File: src/rtl/pci_par_pkg.sv
// Package: widths and phase record shared by the parity unit and its parts.
package pci_par_pkg;
    localparam int unsigned AD_W  = 32;
    localparam int unsigned CBE_W = 4;

    typedef enum logic [1:0] {
        PH_IDLE = 2'd0,
        PH_ADDR = 2'd1,
        PH_DATA = 2'd2
    } phase_e;

    // One registered phase: its kind, who drove it, and its computed parity.
    typedef struct packed {
        phase_e kind;
        logic   drv;
        logic   par;
    } phase_rec_t;
endpackage

File: src/rtl/par_tree.sv
// Module: par_tree
// Computes the XOR of all W input bits (odd count -> 1).
// Assumes W >= 1; built as a generated chain so any width works.
module par_tree #(
    parameter int unsigned W = 36
) (
    input  logic [W-1:0] bits_i,
    output logic         odd_o
);
    logic [W:0] acc;

    assign acc[0] = 1'b0;
    for (genvar g = 0; g < W; g++) begin : g_chain
        // running XOR over bit g
        assign acc[g+1] = acc[g] ^ bits_i[g];
    end

    assign odd_o = acc[W];
endmodule

File: src/rtl/phase_capture.sv
// Module: phase_capture
// Registers the kind, role and computed parity of the current bus phase so
// that the next cycle can drive or compare PAR. Address strobe wins if both
// strobes are high.
module phase_capture
    import pci_par_pkg::*;
(
    input  logic       clk,
    input  logic       rst_n,
    input  logic       drive_i,
    input  logic       addr_vld_i,
    input  logic       data_vld_i,
    input  logic       odd_i,
    output phase_rec_t rec_q
);
    phase_e kind_d;

    // decode the phase kind, address first
    always_comb begin
        if (addr_vld_i)      kind_d = PH_ADDR;
        else if (data_vld_i) kind_d = PH_DATA;
        else                 kind_d = PH_IDLE;
    end

    // hold one cycle of phase history
    always_ff @(posedge clk) begin
        if (!rst_n) begin
            rec_q <= '{kind: PH_IDLE, drv: 1'b0, par: 1'b0};
        end else begin
            rec_q <= '{kind: kind_d, drv: drive_i, par: odd_i};
        end
    end
endmodule

File: src/rtl/err_checker.sv
// Module: err_checker
// Compares the parity of a received phase (held in rec_i) with the PAR
// sampled one cycle later, keeps the sticky status bit and produces the
// one-clock active-low error strobes. Assumes rec_i is one cycle old.
module err_checker
    import pci_par_pkg::*;
(
    input  logic       clk,
    input  logic       rst_n,
    input  phase_rec_t rec_i,
    input  logic       par_i,
    input  logic       resp_en_i,
    input  logic       stat_clr_i,
    output logic       perr_n_o,
    output logic       serr_n_o,
    output logic       parity_err_o
);
    logic mismatch;
    logic perr_q, serr_q, stat_q;

    // a received valid phase whose PAR disagrees with the computed parity
    assign mismatch = (rec_i.kind != PH_IDLE) && !rec_i.drv && (rec_i.par != par_i);

    // error strobes, one clock, gated by the response enable
    always_ff @(posedge clk) begin
        if (!rst_n) begin
            perr_q <= 1'b0;
            serr_q <= 1'b0;
        end else begin
            perr_q <= mismatch && resp_en_i && (rec_i.kind == PH_DATA);
            serr_q <= mismatch && resp_en_i && (rec_i.kind == PH_ADDR);
        end
    end

    // sticky status: set beats clear
    always_ff @(posedge clk) begin
        if (!rst_n)          stat_q <= 1'b0;
        else if (mismatch)   stat_q <= 1'b1;
        else if (stat_clr_i) stat_q <= 1'b0;
    end

    assign perr_n_o     = ~perr_q;
    assign serr_n_o     = ~serr_q;
    assign parity_err_o = stat_q;
endmodule

File: src/rtl/pci_parity_unit.sv
// Module: pci_parity_unit
// Even-parity generator and checker for a PCI-style agent. PAR for a driven
// phase appears one clock after it with the pad enable high; received phases
// are checked against PAR one clock later and errors reported one clock after
// that. Assumes the agent keeps the two phase strobes mutually exclusive.
module pci_parity_unit
    import pci_par_pkg::*;
#(
    parameter int unsigned AD_WIDTH  = AD_W,
    parameter int unsigned CBE_WIDTH = CBE_W
) (
    input  logic                 clk,
    input  logic                 rst_n,
    input  logic                 drive_i,
    input  logic                 addr_vld_i,
    input  logic                 data_vld_i,
    input  logic [AD_WIDTH-1:0]  ad_i,
    input  logic [CBE_WIDTH-1:0] cbe_i,
    input  logic                 par_i,
    input  logic                 resp_en_i,
    input  logic                 stat_clr_i,
    output logic                 par_o,
    output logic                 par_oe_o,
    output logic                 perr_n_o,
    output logic                 serr_n_o,
    output logic                 parity_err_o
);
    localparam int unsigned LINES = AD_WIDTH + CBE_WIDTH;

    logic       odd;
    phase_rec_t rec_q;

    par_tree #(.W(LINES)) u_tree (
        .bits_i ({cbe_i, ad_i}),
        .odd_o  (odd)
    );

    phase_capture u_cap (
        .clk        (clk),
        .rst_n      (rst_n),
        .drive_i    (drive_i),
        .addr_vld_i (addr_vld_i),
        .data_vld_i (data_vld_i),
        .odd_i      (odd),
        .rec_q      (rec_q)
    );

    // drive PAR only in the cycle after a phase the agent drove
    assign par_oe_o = rec_q.drv && (rec_q.kind != PH_IDLE);
    assign par_o    = par_oe_o & rec_q.par;

    err_checker u_chk_logic (
        .clk          (clk),
        .rst_n        (rst_n),
        .rec_i        (rec_q),
        .par_i        (par_i),
        .resp_en_i    (resp_en_i),
        .stat_clr_i   (stat_clr_i),
        .perr_n_o     (perr_n_o),
        .serr_n_o     (serr_n_o),
        .parity_err_o (parity_err_o)
    );
endmodule

File: config.mk
export PLATFORM = sky130hd
export DESIGN_NAME = pci_parity_unit
export DESIGN_NICKNAME = d
export VERILOG_FILES = /design/src/rtl/pci_par_pkg.sv /design/src/rtl/par_tree.sv /design/src/rtl/phase_capture.sv /design/src/rtl/err_checker.sv /design/src/rtl/pci_parity_unit.sv
export SDC_FILE = /design/constraint.sdc
export NUM_CORES = 1
export LEC_CHECK = 0
export ABC_AREA = 1
export BUFFER_PORTS_ARGS = -buffer_cell sky130_fd_sc_hd__buf_2
export CAP_MARGIN = 5
export CORE_MARGIN = 1.5
export CORE_UTILIZATION = 43
export CTS_CLUSTER_DIAMETER = 80
export DETAILED_ROUTE_END_ITERATION = 10
export PLACE_DENSITY = 0.83
export SLEW_MARGIN = 5
export SYNTH_ARGS = -nofsm -noshare
export SYNTH_HDL_FRONTEND = slang
export SYNTH_SLANG_ARGS = --single-unit
File: constraint.sdc
create_clock -name clk -period 1.08 [get_ports clk]
set_input_delay 0.054 -clock clk [delete_from_list [all_inputs] [get_ports clk]]
set_output_delay 0.054 -clock clk [all_outputs]
set_load 0.03 [all_outputs]
==> results.md, run 1 <==
- Status: complete, no violations
- Arrival time at the worst endpoint: 0.97 ns
- Final Cycle Share: a little over nine tenths
- Worst Hold Slack: 0.01833 ns
- Post-DRT Antenna Nets: 0
- Worst EP required: 1.03 ns
- Post-synthesis sequential area ratio: 16.92%
- Core Region: 0.001764 sq mm
- Total number of vias: 1,071
- Peak supply drop: between 0.0003 and 0.0004 V
- Clock slew at reported path FFs: 0.05 ns
- Post-Place Cell Area: between 0.001 and 0.0015 sq mm
- Largest stage delay on the critical path: approximately 0.36 ns
- I/O pins: 49
- Initial antenna violation count: 0
- RSZ-0062 raised after global routing: yes
- R2R depth: 3
- PortBufs: 48
- CP delay by family, top: flip-flops
- Die X: 46.89 um
- Rows: 15
- Drt wl/cell: about 8.3 um
- Critical-path cell list: nor2_4 -> nor3b_2 -> buf_4
- Slew of the pin with the lowest slew margin: approximately 0.21 ns
- Vias in the first global route: around 900
- Syn. warnings: 0
- Drt pass-1 iters: 4
- Die Ht: 46.89 um
- Worst reg2reg setup slack: 0.16 ns
- Die area: about 0.0022 sq mm
- Dpl hpwl: 1578 um
- Total track usage: a little under a fifth
- Total grt overflow: 0
- Syn avg cell area: 5.145 sq um
- Type of origin of the critical path: flop
- Final worst slack: roughly 0.051 ns
- Max-Cap Viols: 0
- Pre-CTS setup slack: -0.1585 ns
- Post-route minimum period: 1.029 ns
- Max_slew headroom: 85.63%
- Antenna fix cells: 0
- Max Fclk: 971.9 MHz
- Most frequent cells in the layout: nand2_1, buf_2, inv_1
- Final Instance Area: 0.001295 sq mm
- Worst skew pair latency: 0.25 ns
- Distinct cells, synth: 13
- # setup viols final: 0
- Worst Setup EP: par_o
- Initial core utilization: a little under half
- Final slew viol count: 0
- Root Driver: clkbuf_4
- Worst path buffer plus inverter count: 1
- Global-route wire length before repair: 2939 um
- Synthesis-to-finish area growth: 56.34%
- Final Skew: 0.001702 ns
- GPL Wtd Cong: 0.6593
- Pleak: a little over 0.8 nW
- Class of the worst hold path: in -> reg
- Syn nets: between 200 and 250
- CTS max path bufs: 2
- RR Endpoint: u_chk_logic.perr_q
- Gate Count Post-Synth: 161
- Layout cell share with drive strength beyond 1: between 40% and 50%
- Largest net degree at the start of global routing: 7
- Crit path from: u_cap.rec_q[2]
- TritonCTS clock tree: yes
- Final Hold Vio Count: 0
- Setup CP Type: reg -> out
- DR vias/cell: 4.463
- Power, Total: 1.088 mW
- Seq cells post-synth: 7
- Synthesized area: 828.3 sq um
- Crit path capture type: output pin
- Drt total wl: 2000 um
- Hold Crit Start: data_vld_i
- CTS buffer count: 3
- DRC: 0
- Crit path depth: 3
- Htree depth: 1
- Critical R2R Launch: u_cap.rec_q[0]
- CTS sink cnt: 7
- CP max-delay cell: dfxtp_2
- Fin nets: 260
- Most common cell after layout, fill and taps aside: nand2_1
- DR iter-0 viols: 2
- Power per cell area: 839.8 mW/mm^2
- CP max FO: 3
[how the worst min path moves through the flow]
stage | to | cells past startpoint
2_1_floorplan | u_cap.rec_q[3] | 1
3_3_place_gp | u_cap.rec_q[3] | 2
3_5_place_dp | u_cap.rec_q[3] | 2
4_1_cts | u_cap.rec_q[3] | 3
5_1_grt | u_cap.rec_q[3] | 3
6_report | u_cap.rec_q[3] | 3
[power breakdown]
group          internal (mW)  total (mW)  leakage, nW  switching (mW)
logic                  0.246       0.558        0.742           0.312
registers              0.280       0.293       0.0584          0.0126
clock network          0.141       0.237       0.0150          0.0961
total                  0.667        1.09        0.815           0.420
[what timing repair did]
| action | 4_1_cts | 5_1_grt |
|---|---|---|
| hold buffers | 2 | 0 |
| pin swaps | 0 | 21 |
| endpoints found under the hold margin | 2 | 0 |
| setup endpoints to repair | 2 | 4 |
| gates resized for setup | 2 | 48 |
| setup buffers | 0 | 0 |
[cell type report]
cell class	instances	area (sq um)
multi-input combinational	112	635.6
tap	25	31.28
fill	170	469.2
clock buffer	4	26.28
timing repair buffer	50	300.3
sequential	7	143.9
inverter	42	157.7
[Yosys cell counts]
cell / n / area [sq um]
nor4_1: 1 / 6.260
a21oi_1: 2 / 10.01
dfxtp_1: 7 / 140.1
nand2_2: 2 / 12.51
nor2_1: 9 / 33.78
nor3b_1: 1 / 7.510
nand3_2: 2 / 20.02
xnor2_1: 6 / 52.55
xor2_1: 7 / 61.31
nor2_2: 1 / 6.260
nand3_1: 13 / 65.06
nand2_1: 68 / 255.2
inv_1: 42 / 157.7
[tightest hold or removal path, stage by stage]
cell and delay (ns):
buf_2 0.09, nand2_1 0.05, nor2_1 0.03
[cells by family after synthesis]
family | Yosys count | synth area share, %
AO/OA/AOI/OAI | 2 | 1.209
XOR/XNOR | 13 | 13.75
buffers and inverters | 42 | 19.03
flip-flops | 7 | 16.92
AND/OR/NAND/NOR | 97 | 49.09
[routing by layer]
layer  vias up  GRT usage (%)  wire, um
met5         -              0         0
met4         0          7.778        23
met3         4          3.462        73
met2        30          36.99      1166
met1       463          16.97       737
li1        574              -         -
[sequential cells by signal, indices dropped and copies added (netlist names)]
signal	cells
u_chk_logic.perr_q	1
u_chk_logic.parity_err_o	1
u_cap.rec_q	4
u_chk_logic.serr_q	1
[stage by stage]
| step | utilization, % | cells | setup TNS (ns) |
|---|---|---|---|
| 2_1_floorplan | - | 161 | 0 |
| 3_3_place_gp | 62.62 | 234 | -0.05344 |
| 3_5_place_dp | 62.62 | 234 | -0.1585 |
| 4_1_cts | 65.53 | 240 | 0 |
| 5_1_grt | 73.40 | 240 | -0.02757 |
| 6_report | 73.40 | 240 | 0 |
No activity file was read; power rests on OpenSTA's default activity.
==> run 2, diff against run 1 <==
CORE_MARGIN = 2   (was 1.5)
HOLD_SLACK_MARGIN = 0.15   (was not set)
==> results.md, run 2 (synthesized netlist as in run 1, its figures left out) <==
- Status: complete, no violations
- # setup viols final: 0 (unchanged)
- Die Ht: 47.89 um (+2.1%)
- Fin nets: 265 (+1.9%)
- Final Instance Area: 0.001242 sq mm (-4.1%)
- Pleak: 0.8174 nW (+0.29%)
- Drt wl/cell: 7.743 um (-7.1%)
- Initial core utilization: 46.95% (unchanged)
- DR iter-0 viols: 6 (+4)
- Total number of vias: 1,064 (-0.65%)
- RSZ-0062 raised after global routing: yes
- GPL Wtd Cong: 0.6698 (+1.6%)
- TritonCTS clock tree: yes
- Total grt overflow: 0 (unchanged)
- Final worst slack: 0.01706 ns (-0.03399 ns)
- Worst EP required: 1.03 ns (about the same)
- Antenna fix cells: 0 (unchanged)
- Layout cell share with drive strength beyond 1: 30.00% (-12 points)
- Slew of the pin with the lowest slew margin: 0.2285 ns (+0.01442 ns)
- DRC: 0 (unchanged)
- Final slew viol count: 0 (unchanged)
- Synthesis-to-finish area growth: 50.00%
- Root Driver: clkbuf_4
- Finished Core Util: 70.43% (-3.0 points)
- Initial antenna violation count: 0 (unchanged)
- CTS buffer count: 3 (unchanged)
- WHS Endpoint: u_cap.rec_q[0]
- CTS sink cnt: 7 (unchanged)
- Critical-path cell list: inv_1 -> nor3b_2 -> buf_4
- Postcts setup bufs: 0 (unchanged)
- Max Fclk: 940.8 MHz (-3.2%)
- Class of the worst hold path: in -> reg
- Worst Hold Slack: 0.3644 ns (+0.3461 ns)
- Drt pass-1 iters: 4 (unchanged)
- Global-route wire length before repair: 3015 um (+2.6%)
- PortBufs: 48 (unchanged)
- I/O pins: 49 (unchanged)
- Type of origin of the critical path: flop
- Post-placement cell count: 234 (unchanged)
- CP max-delay cell: dfxtp_1
- Die X: 47.89 um (+2.1%)
- DR vias/cell: 4.343 (-2.7%)
- Setup CP Type: reg -> out
- Htree depth: 1 (unchanged)
- Post-DRT Antenna Nets: 0 (unchanged)
- Post-route minimum period: 1.063 ns (+0.03399 ns)
- Critical R2R Launch: u_cap.rec_q[0]
- Largest net degree at the start of global routing: 7 (unchanged)
- Peak supply drop: 0.0004050 V (+14%)
- Drt total wl: 1897 um (-5.1%)
- RR Endpoint: u_chk_logic.perr_q
- Worst path buffer plus inverter count: 2 (+1)
- Final Skew: 0.001508 ns (-0.0001942 ns)
- Largest stage delay on the critical path: 0.33 ns (-0.03 ns)
- Power per cell area: 827.4 mW/mm^2 (-1.5%)
- Vias in the first global route: 904 (+0.33%)
- Crit path capture type: output pin
- Top reg by flops: u_cap.rec_q
- R2R depth: 3 (unchanged)
- Most frequent cells in the layout: nand2_1, buf_2, inv_1
- Core Region: 0.001764 sq mm (unchanged)
- Layout Cells excl Fill: 245 (+2.1%)
- Total track usage: 17.79% (-0.32 points)
- CP delay by family, top: flip-flops
- CP max FO: 2 (-1)
- Most common cell after layout, fill and taps aside: nand2_1
- Arrival time at the worst endpoint: 1.01 ns (+0.04 ns)
- Max-Cap Viols: 0 (unchanged)
- Final Cycle Share: 98.42% (+3.1 points)
- Post-Place Cell Area: 0.001105 sq mm (unchanged)
- Max_slew headroom: 84.66% (-0.97 points)
- Rows: 15 (unchanged)
- Pre-CTS setup slack: -0.1252 ns (+0.03326 ns)
- Max reg flops: 4 (unchanged)
- Dpl hpwl: 1515 um (-4.0%)
- Die area: 0.002293 sq mm (+4.3%)
- Hold Crit Start: ad_i[31]
- Hold Path Stages: 7 (+4)
- Worst reg2reg setup slack: 0.16 ns (about the same)
- Worst skew pair latency: 0.24 ns (about the same)
- Clock slew at reported path FFs: 0.05 ns (about the same)
- Filler instances: 177 (+4.1%)
- Final Hold Vio Count: 0 (unchanged)
- CTS max path bufs: 2 (unchanged)
run 2: changes by cell type in the layout (fill, tap and decap cells not counted), moves of 2 or more:
| cell | before | now |
|---|---|---|
| nand2_1 | 53 | 66 |
| nand2_2 | 16 | 4 |
| inv_1 | 36 | 42 |
| inv_2 | 6 | 0 |
| buf_2 | 41 | 46 |
| dlygate4sd3_1 | 2 | 7 |
| buf_6 | 4 | 1 |
| nand3_1 | 10 | 12 |
| nand3_2 | 5 | 3 |
| nor2_1 | 6 | 8 |
| nor2_4 | 2 | 0 |
run 2: worst max path at each step:
stage / from / end / slack (ns) / depth (start not counted)
after floorplan: ad_i[6] / u_cap.rec_q[0] / 0.09 / 12
after global placement: ad_i[6] / u_cap.rec_q[0] / -0.05 / 13
after detailed placement: ad_i[6] / u_cap.rec_q[0] / -0.13 / 13
after CTS: u_cap.rec_q[3] / par_o / 0.009 / 3
after global routing: u_cap.rec_q[1] / par_o / -0.06 / 3
final: u_cap.rec_q[1] / par_o / 0.02 / 3
run 2: repair_timing:
item	CTS	global route
hold buffers	7	0
endpoints found under the setup margin	1	4
pin swaps	0	8
gates resized for setup	1	10
hold endpoints to repair	7	0
run 2: worst register-to-register path, cell delays in order, from the launching register on:
cell     delay (ns)
dfxtp_1        0.34
xor2_1         0.20
nand3_1        0.13
nor4_2         0.16
run 2: power breakdown:
group / switching (mW) / internal [mW]
Combinational: 0.279 / 0.231
Sequential: 0.0127 / 0.280
Clock: 0.0853 / 0.140
Total: 0.377 / 0.651
run 2: area by class of cell:
type	count	area, sq um	area share [%]
clock buffers	4	26.28	2.115
inverters	42	157.7	12.69
multi-input cells	112	565.5	45.52
flip-flops and latches	7	142.6	11.48
well taps	25	31.28	2.518
repair buffers	55	319.1	25.68
run 2: per-layer routing:
layer	part of all wire [%]	up-vias	track usage (%)
met5	0	-	0
met4	0	0	4.324
met3	5.3	0	2.264
met2	59	27	37.60
met1	36	453	17.56
li1	-	584	-
run 2: metrics by stage:
| step | power (mW) | TNS [ns] |
|---|---|---|
| after detailed placement | 0.7556 | -0.1252 |
| after global routing | 1.147 | -0.08297 |
| after floorplan | 0.6067 | 0 |
| after global placement | 0.7292 | -0.05327 |
| final | 1.028 | 0 |
| after CTS | 1.009 | 0 |
==> run 3, diff against run 2 <==
PLACE_DENSITY = 0.79   (was 0.83)
==> results.md, run 3 (synthesized netlist as in run 1, its figures left out) <==
- RSZ-0062 raised after global routing: yes
- CTS buffer count: 3 (unchanged)
- Largest net degree at the start of global routing: 7 (unchanged)
- Final Instance Area: 0.001242 sq mm (unchanged)
- I/O pins: 49 (unchanged)
- Total number of vias: 1,070 (+0.56%)
- CTS max path bufs: 2 (unchanged)
- Post-Place Cell Area: 0.001105 sq mm (unchanged)
- Critical-path cell list: nor2_2 -> nor3b_2 -> buf_4
- Final Hold Vio Count: 0 (unchanged)
- Multi-input gate area: 563.0 sq um (-0.44%)
- TritonCTS clock tree: yes
- Final Skew: 0.002922 ns (+0.001414 ns)
- Final slew viol count: 0 (unchanged)
- Vias in the first global route: 938 (+3.8%)
- # setup viols final: 0 (unchanged)
- CP delay by family, top: flip-flops
- Class of the worst hold path: in -> reg
- Most frequent cells in the layout: nand2_1, buf_2, inv_1
- Total track usage: 19.28% (+1.5 points)
- DR vias/cell: 4.350 (+0.16%)
- Post-route minimum period: 1.073 ns (+0.01024 ns)
- Pleak: 0.8193 nW (+0.24%)
- Setup TNS: 0 ns (unchanged)
- Core Region: 0.001764 sq mm (unchanged)
- Die Ht: 47.89 um (unchanged)
- Initial antenna violation count: 0 (unchanged)
- Arrival time at the worst endpoint: 1.02 ns (about the same)
- Global-route wire length before repair: 3201 um (+6.2%)
- Clock slew at reported path FFs: 0.05 ns (about the same)
- Drt total wl: 1894 um (-0.16%)
- PortBufs: 48 (unchanged)
- Antenna fix cells: 0 (unchanged)
- Layout cell share with drive strength beyond 1: 30.77% (+0.77 points)
- Drt wl/cell: 7.699 um (-0.56%)
- Initial core utilization: 46.95% (unchanged)
- Synthesis-to-finish area growth: 50.00% (unchanged)
- Die area: 0.002293 sq mm (unchanged)
- Worst EP required: 1.03 ns (about the same)
- Crit path capture type: output pin
- Max-Cap Viols: 0 (unchanged)
- Dpl hpwl: 1614 um (+6.5%)
- Final Cycle Share: 99.37% (+0.95 points)
- Drt pass-1 iters: 4 (unchanged)
- Status: complete, no violations
- Slew of the pin with the lowest slew margin: 0.2382 ns (+0.009732 ns)
- CP max FO: 3 (+1)
- GPL Wtd Cong: 0.6732 (+0.51%)
- CP max-delay cell: dfxtp_2
- Total grt overflow: 0 (unchanged)
- Filler instances: 175 (-1.1%)
- Fin nets: 266 (+0.38%)
- Root Driver: clkbuf_4
- Setup CP Type: reg -> out
- Top reg by flops: u_cap.rec_q
- Die X: 47.89 um (unchanged)
- Rows: 15 (unchanged)
- CTS sink cnt: 7 (unchanged)
- Max reg flops: 4 (unchanged)
- Sequential cell area: 143.9 sq um (+0.88%)
- Largest stage delay on the critical path: 0.35 ns (+0.02 ns)
- Htree depth: 1 (unchanged)
- Most common cell after layout, fill and taps aside: nand2_1
- Worst skew pair latency: 0.25 ns (about the same)
- Post-DRT Antenna Nets: 0 (unchanged)
- Type of origin of the critical path: flop
- Max_slew headroom: 84.00% (-0.65 points)
- Peak supply drop: 0.0003215 V (-21%)
- DRC: 0 (unchanged)
- Max Fclk: 931.8 MHz (-0.95%)
- Worst path buffer plus inverter count: 1 (-1)
- DR iter-0 viols: 12 (+6)
- Power per cell area: 840.6 mW/mm^2 (+1.6%)
## run 3: cell types whose count changed in the layout (fill, tap and decap cells not counted), sizes merged
cell / previous run / this run
buf: 48 / 49
## run 3: power by group
part           leakage, nW  internal, mW  total [mW]  switching (mW)
Combinational        0.746         0.230       0.510           0.280
Clock               0.0150         0.141       0.242           0.101
Sequential          0.0584         0.280       0.292          0.0123
## run 3: metal layers
metal  part of all wire, %  wire (um)  GRT usage [%]  up-vias
met4                   1.0         19          7.027        0
met3                   4.5         86          2.642        3
met1                    36        691          17.67      454
met2                    58       1097          41.07       30
li1                      -          -              -      583
met5                     0          0              0        -
## run 3: repair_timing
action	CTS	global route
pin swaps	0	2
endpoints found under the hold margin	7	0
cloned	0	0
hold buffers	7	0
resized for setup	3	8
setup buffers	0	1
endpoints found under the setup margin	1	3
## run 3: through the flow
step	total power, mW	utilization (%)	worst slack, ns	hold slack, ns	instances
after detailed placement	0.7587	62.62	-0.1808	0.2302	234
final	1.044	70.43	0.006821	0.3463	246
after CTS	1.018	68.44	0.004101	0.3576	245
after global routing	1.139	70.43	-0.02582	0.4188	246
after floorplan	0.6067	-	0.09403	0.1255	161
after global placement	0.7301	62.62	-0.05272	0.2239	234
## run 3: path summary, 6_finish.rpt
path | startpoint | slack [ns] | depth (start not counted) | endpoint
hold reg to reg | u_chk_logic.parity_err_o | 0.47 | 2 | u_chk_logic.parity_err_o
setup / recovery | u_cap.rec_q[2] | 0.007 | 3 | par_o
hold / removal | ad_i[24] | 0.35 | 7 | u_cap.rec_q[0]
setup reg to reg | u_cap.rec_q[0] | 0.22 | 3 | u_chk_logic.perr_q
## run 3: final cells by class
class	count	share of cell area, %
sequential	7	11.58
timing repair buffer	56	25.78
multi-input combinational	112	45.32
tap	25	2.518
inverter	42	12.69
clock buffer	4	2.115
## run 3: tightest hold or removal path: cells and delay by family
family,cells,cell delay (ns)
and+or+nand+nor,4,0.31
AOI/OAI and AO/OA,1,0.05
buffers and inverters,1,0.08
xor gates and xnor gates,1,0.06
